File: config.mk
export PLATFORM = sky130hd
export DESIGN_NAME = int_mask_router
export DESIGN_NICKNAME = d
export VERILOG_FILES = /design/src/rtl/int_router_pkg.sv /design/src/rtl/int_regbank.sv /design/src/rtl/kbd_latch.sv /design/src/rtl/req_router.sv /design/src/rtl/int_mask_router.sv
export SDC_FILE = /design/constraint.sdc
export NUM_CORES = 1
export LEC_CHECK = 0
export BUFFER_PORTS_ARGS = -buffer_cell sky130_fd_sc_hd__buf_2
export CAP_MARGIN = 20
export CORE_MARGIN = 1
export CORE_UTILIZATION = 30
export DETAILED_ROUTE_END_ITERATION = 8
export GPL_ROUTABILITY_DRIVEN = 0
export SKIP_CTS_REPAIR_TIMING = 1
export SYNTH_ARGS = -nofsm -noshare
export SYNTH_HDL_FRONTEND = slang
export SYNTH_SLANG_ARGS = --single-unit
File: constraint.sdc
create_clock -name clk -period 1.05 [get_ports clk]
set_input_delay 0.0525 -clock clk [delete_from_list [all_inputs] [get_ports clk]]
set_output_delay 0.0525 -clock clk [all_outputs]
set_load 0.05 [all_outputs]
File: src/rtl/int_router_pkg.sv
package int_router_pkg;

    // Register select, taken from byte address bits 3:2
    typedef enum logic [1:0] {
        SEL_STATUS = 2'd0,
        SEL_MASK   = 2'd1,
        SEL_KEOI   = 2'd2,
        SEL_KCFG   = 2'd3
    } reg_sel_e;

    localparam int unsigned SEL_LSB = 2;

endpackage

File: src/rtl/int_regbank.sv
module int_regbank
    import int_router_pkg::*;
#(
    parameter int unsigned NUM_SRC = 16,
    parameter int unsigned DATA_W  = 32,
    parameter int unsigned ADDR_W  = 4
) (
    input  logic               clk,
    input  logic               rst,
    input  logic               rd_i,
    input  logic               wr_i,
    input  logic [ADDR_W-1:0]  addr_i,
    input  logic [DATA_W-1:0]  wdata_i,
    input  logic [NUM_SRC-1:0] status_i,
    output logic [NUM_SRC-1:0] mask_o,
    output logic               all8_o,
    output logic               eoi_o,
    output logic [DATA_W-1:0]  rdata_o
);

    localparam int unsigned PAD_W = DATA_W - NUM_SRC;

    typedef struct packed {
        logic [NUM_SRC-1:0] mask;
        logic               all8;
        logic [DATA_W-1:0]  rdata;
    } bank_t;

    bank_t    bank_d, bank_q;
    reg_sel_e sel;

    logic unused_bits;
    assign unused_bits = ^{wdata_i[DATA_W-1:NUM_SRC], addr_i[SEL_LSB-1:0]};

    assign sel = reg_sel_e'(addr_i[SEL_LSB +: 2]);

    always_comb begin
        bank_d = bank_q;
        if (wr_i) begin
            case (sel)
                SEL_MASK: bank_d.mask = wdata_i[NUM_SRC-1:0];
                SEL_KCFG: bank_d.all8 = wdata_i[0];
                default:  ;
            endcase
        end
        if (rd_i) begin
            case (sel)
                SEL_STATUS: bank_d.rdata = {{PAD_W{1'b0}}, status_i};
                SEL_MASK:   bank_d.rdata = {{PAD_W{1'b0}}, bank_q.mask};
                SEL_KCFG:   bank_d.rdata = {{(DATA_W-1){1'b0}}, bank_q.all8};
                default:    bank_d.rdata = '0;
            endcase
        end
    end

    always_ff @(posedge clk) begin
        if (rst) begin
            bank_q <= '0;
        end else begin
            bank_q <= bank_d;
        end
    end

    assign mask_o  = bank_q.mask;
    assign all8_o  = bank_q.all8;
    assign rdata_o = bank_q.rdata;
    assign eoi_o   = wr_i && (sel == SEL_KEOI);

endmodule

File: src/rtl/kbd_latch.sv
module kbd_latch #(
    parameter int unsigned PORT_W     = 8,
    parameter int unsigned KBD_NARROW = 6
) (
    input  logic              clk,
    input  logic              rst,
    input  logic [PORT_W-1:0] port_i,
    input  logic              all8_i,
    input  logic              eoi_i,
    output logic              press_o,
    output logic              latched_o
);

    typedef struct packed {
        logic lat;
    } kbd_t;

    kbd_t              kbd_d, kbd_q;
    logic [PORT_W-1:0] in_en;

    for (genvar gi = 0; gi < PORT_W; gi++) begin : g_en
        if (gi < KBD_NARROW) begin : g_lo
            assign in_en[gi] = 1'b1;
        end else begin : g_hi
            assign in_en[gi] = all8_i;
        end
    end

    assign press_o = |(port_i & in_en);

    // A press in the same cycle as the clear keeps the latch set
    always_comb begin
        kbd_d     = kbd_q;
        kbd_d.lat = press_o | (kbd_q.lat & ~eoi_i);
    end

    always_ff @(posedge clk) begin
        if (rst) begin
            kbd_q <= '0;
        end else begin
            kbd_q <= kbd_d;
        end
    end

    assign latched_o = kbd_q.lat;

endmodule

File: src/rtl/req_router.sv
module req_router #(
    parameter int unsigned NUM_SRC  = 16,
    parameter int unsigned NUM_FAST = 4,
    parameter int unsigned KBD_IDX  = 4,
    parameter int unsigned VEC_W    = 8,
    parameter int unsigned FIQ_VEC  = 'h1C,
    parameter int unsigned IRQ_VEC  = 'h18
) (
    input  logic               clk,
    input  logic               rst,
    input  logic [NUM_SRC-2:0] src_i,
    input  logic               kbd_i,
    input  logic [NUM_SRC-1:0] mask_i,
    output logic [NUM_SRC-1:0] status_o,
    output logic               fiq_o,
    output logic               irq_o,
    output logic [VEC_W-1:0]   vec_o
);

    typedef struct packed {
        logic [NUM_SRC-2:0] src;
    } rt_t;

    rt_t rt_d, rt_q;

    for (genvar gi = 0; gi < NUM_SRC; gi++) begin : g_stat
        if (gi < KBD_IDX) begin : g_below
            assign status_o[gi] = rt_q.src[gi];
        end else if (gi == KBD_IDX) begin : g_kbd
            assign status_o[gi] = kbd_i;
        end else begin : g_above
            assign status_o[gi] = rt_q.src[gi-1];
        end
    end

    always_comb begin
        rt_d     = rt_q;
        rt_d.src = src_i;
    end

    always_ff @(posedge clk) begin
        if (rst) begin
            rt_q <= '0;
        end else begin
            rt_q <= rt_d;
        end
    end

    assign fiq_o = |(status_o[NUM_FAST-1:0] & mask_i[NUM_FAST-1:0]);
    assign irq_o = |(status_o[NUM_SRC-1:NUM_FAST] & mask_i[NUM_SRC-1:NUM_FAST]);

    always_comb begin
        if (fiq_o) begin
            vec_o = VEC_W'(FIQ_VEC);
        end else if (irq_o) begin
            vec_o = VEC_W'(IRQ_VEC);
        end else begin
            vec_o = '0;
        end
    end

endmodule

File: src/rtl/int_mask_router.sv
module int_mask_router #(
    parameter int unsigned NUM_SRC    = 16,
    parameter int unsigned NUM_FAST   = 4,
    parameter int unsigned KBD_IDX    = 4,
    parameter int unsigned PORT_W     = 8,
    parameter int unsigned KBD_NARROW = 6,
    parameter int unsigned DATA_W     = 32,
    parameter int unsigned ADDR_W     = 4,
    parameter int unsigned VEC_W      = 8,
    parameter int unsigned FIQ_VEC    = 'h1C,
    parameter int unsigned IRQ_VEC    = 'h18
) (
    input  logic               clk,
    input  logic               rst,
    input  logic [NUM_SRC-2:0] src_i,
    input  logic [PORT_W-1:0]  port_i,
    input  logic               bus_rd_i,
    input  logic               bus_wr_i,
    input  logic [ADDR_W-1:0]  bus_addr_i,
    input  logic [DATA_W-1:0]  bus_wdata_i,
    output logic [DATA_W-1:0]  bus_rdata_o,
    output logic               fiq_o,
    output logic               irq_o,
    output logic [VEC_W-1:0]   vec_o
);

    logic [NUM_SRC-1:0] mask_q;
    logic [NUM_SRC-1:0] status_w;
    logic               cfg_all8;
    logic               kbd_eoi;
    logic               kbd_press;
    logic               kbd_lat;

    int_regbank #(
        .NUM_SRC (NUM_SRC),
        .DATA_W  (DATA_W),
        .ADDR_W  (ADDR_W)
    ) u_regs (
        .clk      (clk),
        .rst      (rst),
        .rd_i     (bus_rd_i),
        .wr_i     (bus_wr_i),
        .addr_i   (bus_addr_i),
        .wdata_i  (bus_wdata_i),
        .status_i (status_w),
        .mask_o   (mask_q),
        .all8_o   (cfg_all8),
        .eoi_o    (kbd_eoi),
        .rdata_o  (bus_rdata_o)
    );

    kbd_latch #(
        .PORT_W     (PORT_W),
        .KBD_NARROW (KBD_NARROW)
    ) u_kbd (
        .clk       (clk),
        .rst       (rst),
        .port_i    (port_i),
        .all8_i    (cfg_all8),
        .eoi_i     (kbd_eoi),
        .press_o   (kbd_press),
        .latched_o (kbd_lat)
    );

    req_router #(
        .NUM_SRC  (NUM_SRC),
        .NUM_FAST (NUM_FAST),
        .KBD_IDX  (KBD_IDX),
        .VEC_W    (VEC_W),
        .FIQ_VEC  (FIQ_VEC),
        .IRQ_VEC  (IRQ_VEC)
    ) u_route (
        .clk      (clk),
        .rst      (rst),
        .src_i    (src_i),
        .kbd_i    (kbd_lat),
        .mask_i   (mask_q),
        .status_o (status_w),
        .fiq_o    (fiq_o),
        .irq_o    (irq_o),
        .vec_o    (vec_o)
    );

endmodule

==> metrics.txt, run 1 <==
min Tclk post-route 1550 ps; Setup TNS -1860 ps; top-area cell type share of the netlist area 44.4%; drt pass-1 iters 4; Clock Skew 7.59 ps; hold slack final 5.97 ps; Reg-to-Reg Start u_regs.mask_o[4]$_SDFFE_PP0P_; post-synth top area cell dfxtp_1; Peak Freq 644 MHz; CP startpoint u_route.rt_q[9]$_SDFF_PP0_; GRT overflow 0; clk slew on worst S/H paths 90 ps; Worst-Skew Late Latency 300 ps; core area 6940 µm²; Area Overhead vs Synth 38.0%; top post-synthesis cells by area dfxtp_1, buf_4, mux2_2; vias per cell 4.25; mean area per synthesized cell 9.32 µm²; ant diodes 0; setup violators final 5; Post-Route WL 5340 µm; Post-DRT Antenna Nets 0; Initial Utilization 31.8%; peak supply drop 0.610 mV; crit path launch type flop; asr flop ratio synth 0%; CTS Buf Count 5; layout cells sized above 1 41.5%; total number of vias 1,811; Mapped Cells 237; synth unique cells 31; worst-case clock buffer depth 2; DRC Markers 0; HP Class in2reg; pin count of the biggest net entering global routing 50; most frequent cell after synthesis dfxtp_1; failing checks setup timing; #FFs+latches synth 49; Synth top cells by count dfxtp_1, nand2_1, buf_4; Final Util 43.9%; row cnt 30; Multi-input gate area 1090 µm²; Post-DP HPWL 3780 µm; register area 992 µm²; RSZ-0062 raised after global routing true; number of synthesized flops with an enable pin 0; Worst EP required 1000 ps; Max-Cap Viols 0; Leak 0.00137 µW; Post-synth top flop dfxtp_1; final hold viol count 0; Tot Pwr 4090 µW; die area 7710 µm²; Die Ht 87.8 µm; register area share after synthesis 44.4%; fin crit share 148%; post-route insts no fill 426; CTS tree done; Worst Slack Setup Final -502 ps; synthesized area 2210 µm²; clk root buf clkbuf_8; gr usage total 14.0%; first-pass GRT wire length 8200 µm; IO Pins 105; Critical Path AT 1500 ps; PwrDens 1340 nW/µm²; crit-path max FO 2; Cell Count Post-Placement 398; I/O Buffers 65; Final #Nets 393; Ys Warns 0; H-Tree Depth 2; final slew viol count 0; die width 87.8 µm; initial antenna violation count 0; vias in the first global route 1,645; Fillers 706; Avg WL per Cell 12.5 µm; hold_sp src_i[11]; Clock Sinks 49; critical path class reg2out; Detailed Route Iter0 Violations 97; status finished with violations; Worst setup EP type output pin
## power by group
| group | total (µW) | switching (µW) | internal [µW] | leakage [µW] |
|---|---|---|---|---|
| sequential | 1970 | 43.4 | 1930 | 0.000404 |
| combinational | 802 | 496 | 306 | 0.000908 |
| clock | 1310 | 621 | 693 | 0.0000540 |
| total | 4090 | 1160 | 2930 | 0.00137 |
## through the flow
| step | worst slack, ps | area, µm² |
|---|---|---|
| 2_1_floorplan | -695 | 2330 |
| 3_3_place_gp | -182 | 2670 |
| 3_5_place_dp | -185 | 2670 |
| 4_1_cts | -535 | 2770 |
| 5_1_grt | -585 | 3050 |
| 6_report | -502 | 3050 |
## cell families (layout without fill, tap and decap cells)
logic type	count (synthesis)	after routing	synth area share, %
compound gates	43	43	13.2
simple gates	92	92	21.7
flops	49	49	44.4
other cells	1	21	0.170
mux	17	17	8.61
buf+inv	35	108	11.9
## state kept, by name (all words and copies together) (netlist names)
signal and flops:
u_kbd.latched_o 1, u_regs.mask_o 16, u_regs.all8_o 1, u_route.rt_q 15, u_regs.rdata_o 16
## layer usage
metal	vias to the layer above	track usage (%)	share of wire, %
met5	-	0	0
met4	0	3.58	1.0
met3	7	4.62	5.6
met2	48	22.1	45
met1	826	18.2	48
li1	930	-	-
## cells in the final DEF (no fill, tap or decap), types with 2 or more instances in the layout
cell           instances
nand2_1               33
a21oi_1               17
nor2_1                18
dfxtp_1               40
buf_6                  3
mux2_2                14
and2b_1                7
clkbuf_8               5
dfxtp_2                9
nand3_1                2
buf_4                 11
buf_8                  2
conb_1                21
a22o_1                 3
dlygate4sd3_1         21
a21oi_2               14
nor2b_1               23
nand2_2                2
buf_2                 60
buf_12                 4
a22oi_2                2
a221oi_2               3
o21ai_0                2
## worst max-delay path: stages, from the launching register on
cell	delay [ps]
dfxtp_2	320
a22o_1	250
a221oi_2	210
nand4b_1	180
buf_4	230
## path summary, 6_finish.rpt
check	slack [ps]	cells past startpoint	end
hold / removal	6	2	u_route.rt_q[11]$_SDFF_PP0_
setup reg to reg	40	4	u_regs.rdata_o[4]$_SDFFE_PP0P_
setup / recovery	-500	4	vec_o[3]
hold reg to reg	470	2	u_regs.mask_o[14]$_SDFFE_PP0P_
## final cells by class
cell class	count	area share, %
Clock buffer	5	2.26
Timing Repair Buffer	101	24.2
Clock inverter	2	1.15
Tap cell	96	3.94
Multi-Input combinational cell	173	35.9
Sequential cell	49	32.6
Power figures use the tool's default switching activity.
==> run 2, diff against run 1 <==
- SETUP_SLACK_MARGIN: unset -> 0.5
==> metrics.txt, run 2 (same netlist as run 1, synthesis figures left out) <==
status finished with violations; failing checks hold timing, setup timing; Final #Nets 382 (-2.8%); drt pass-1 iters 4 (unchanged); DP Worst Slack -246 ps (-60.5 ps); min Tclk post-route 1610 ps (+60.5 ps); Area Overhead vs Synth 58.4%; Worst-Skew Late Latency 300 ps (about the same); total number of vias 1,784 (-1.5%); Leak 0.00156 µW (+14%); row cnt 30 (unchanged); register area 1060 µm² (+7.2%); first-pass GRT wire length 7850 µm (-4.4%); fin crit share 154% (+5.8 points); setup violators final 5 (unchanged); HP Class in2reg; Worst EP required 1000 ps (about the same); Worst Slack Setup Final -562 ps (-60.5 ps); Post-Route WL 5110 µm (-4.4%); Die Ht 87.8 µm (unchanged); H-Tree Depth 2 (unchanged); critical path class reg2out; pin count of the biggest net entering global routing 50 (unchanged); worst-case clock buffer depth 2 (unchanged); Post-DRT Antenna Nets 0 (unchanged); Sw Pwr 1190 µW (+2.8%); core area 6940 µm² (unchanged); layout cells sized above 1 69.1% (+28 points); I/O Buffers 65 (unchanged); GRT overflow 0 (unchanged); CTS Buf Count 5 (unchanged); Max-Cap Viols 0 (unchanged); Critical Path AT 1560 ps (+60 ps); clk root buf clkbuf_8; gr usage total 13.3% (-0.70 points); sequential power share 49.0% (+0.8 points); Clock power frac 28.5% (-3.7 points); Detailed Route Iter0 Violations 45 (-54%); final hold viol count 20 (+20); ant diodes 0 (unchanged); hold slack final -46.1 ps (-52.1 ps); vias per cell 4.29 (+0.88%); DRC Markers 0 (unchanged); Max stage delay on crit path 330 ps (about the same); combinational share of power 22.5% (+2.9 points); RSZ-0062 raised after global routing true; CP delay by family, top compound AO/OA/AOI/OAI gates; reg2reg setup slack 70 ps (+30 ps); die width 87.8 µm (unchanged); Peak Freq 620 MHz (-3.8%); die area 7710 µm² (unchanged); clk slew on worst S/H paths 90 ps (about the same); vias in the first global route 1,688 (+2.6%); crit-path max FO 2 (unchanged); final slew viol count 0 (unchanged); Avg WL per Cell 12.3 µm (-2.1%); Int Pwr 2790 µW (-4.6%); Clock Sinks 49 (unchanged); CTS tree done; crit path launch type flop; peak supply drop 0.535 mV (-12%); Setup TNS -2010 ps (-142 ps); dpl cell area 2980 µm² (+12%); Clock Skew 11.1 ps (+3.48 ps); Multi-input gate area 1390 µm² (+27%); Fillers 635 (-10%); Critical Path Slowest Stage Cell dfxtp_2; PwrDens 1140 nW/µm² (-15%); design area 3500 µm² (+15%); commonest non-fill, non-tap cell in the layout buf_2; Net Sw Frac 30.0% (+1.6 points); crit-path cells a22o_1, a221oi_2, nand4b_1, buf_4; WP buf/inv 1 (unchanged); most frequent cells in the layout buf_2, a21oi_2, nor2b_1; Worst setup EP type output pin; Initial Utilization 31.8% (unchanged); initial antenna violation count 0 (unchanged); Post-DP HPWL 3770 µm (-0.23%); IO Pins 105 (unchanged)
==> run 2: cell count changes in the layout (fill, tap and decap cells not counted), sizes merged <==
cell / change
bufinv: -1
clkinv: -1
inv: +1
buf: +7
clkbuf: +4
dlygate4sd3: -21
nand3b: +1
==> run 2: layout make-up <==
type,count,share of cell area [%]
clock inverters,1,0.179
flip-flops and latches,49,30.4
well taps,96,3.43
multi-input cells,174,39.8
clock buffers,7,2.47
repair buffers,89,23.7
==> run 2: worst paths after layout <==
| kind | endpoint | startpoint | cells past startpoint |
|---|---|---|---|
| min | u_route.rt_q[2]$_SDFF_PP0_ | src_i[2] | 2 |
| max | vec_o[4] | u_route.rt_q[9]$_SDFF_PP0_ | 4 |
| min reg2reg | u_regs.mask_o[14]$_SDFFE_PP0P_ | u_regs.mask_o[14]$_SDFFE_PP0P_ | 2 |
| max reg2reg | u_regs.rdata_o[2]$_SDFFE_PP0P_ | u_regs.mask_o[2]$_SDFFE_PP0P_ | 4 |
==> run 2: power groups by stage <==
stage	clock [µW]	combinational, µW	sequential [µW]
2_1_floorplan	0	596	2020
3_3_place_gp	0	788	1980
3_5_place_dp	0	791	1980
4_1_cts	1180	793	1940
5_1_grt	1270	953	1960
6_report	1140	898	1950
==> run 2: worst register-to-register path, delay by kind of cell, from the launching register on <==
family / cells / cell delay [ps]
AO/OA/AOI/OAI: 1 / 110
AND/OR/NAND/NOR: 1 / 40
multiplexers: 1 / 250
buffers and inverters: 1 / 120
flip-flops: 1 / 350
==> run 2: metrics by stage <==
stage / total power, µW / utilization (%) / std cells
detailed placement: 2770 / 42.9 / 406
global route: 4180 / 50.4 / 416
global placement: 2770 / 42.9 / 406
CTS: 3910 / 44.2 / 414
finish: 3980 / 50.4 / 416
floorplan: 2620 / - / 257
==> run 2: layer usage <==
metal / vias up / routed length [µm] / global-route usage, %
li1: 917 / - / -
met1: 809 / 2390 / 17.1
met2: 51 / 2430 / 21.4
met3: 7 / 229 / 3.49
met4: 0 / 62 / 4.47
met5: - / 0 / 0
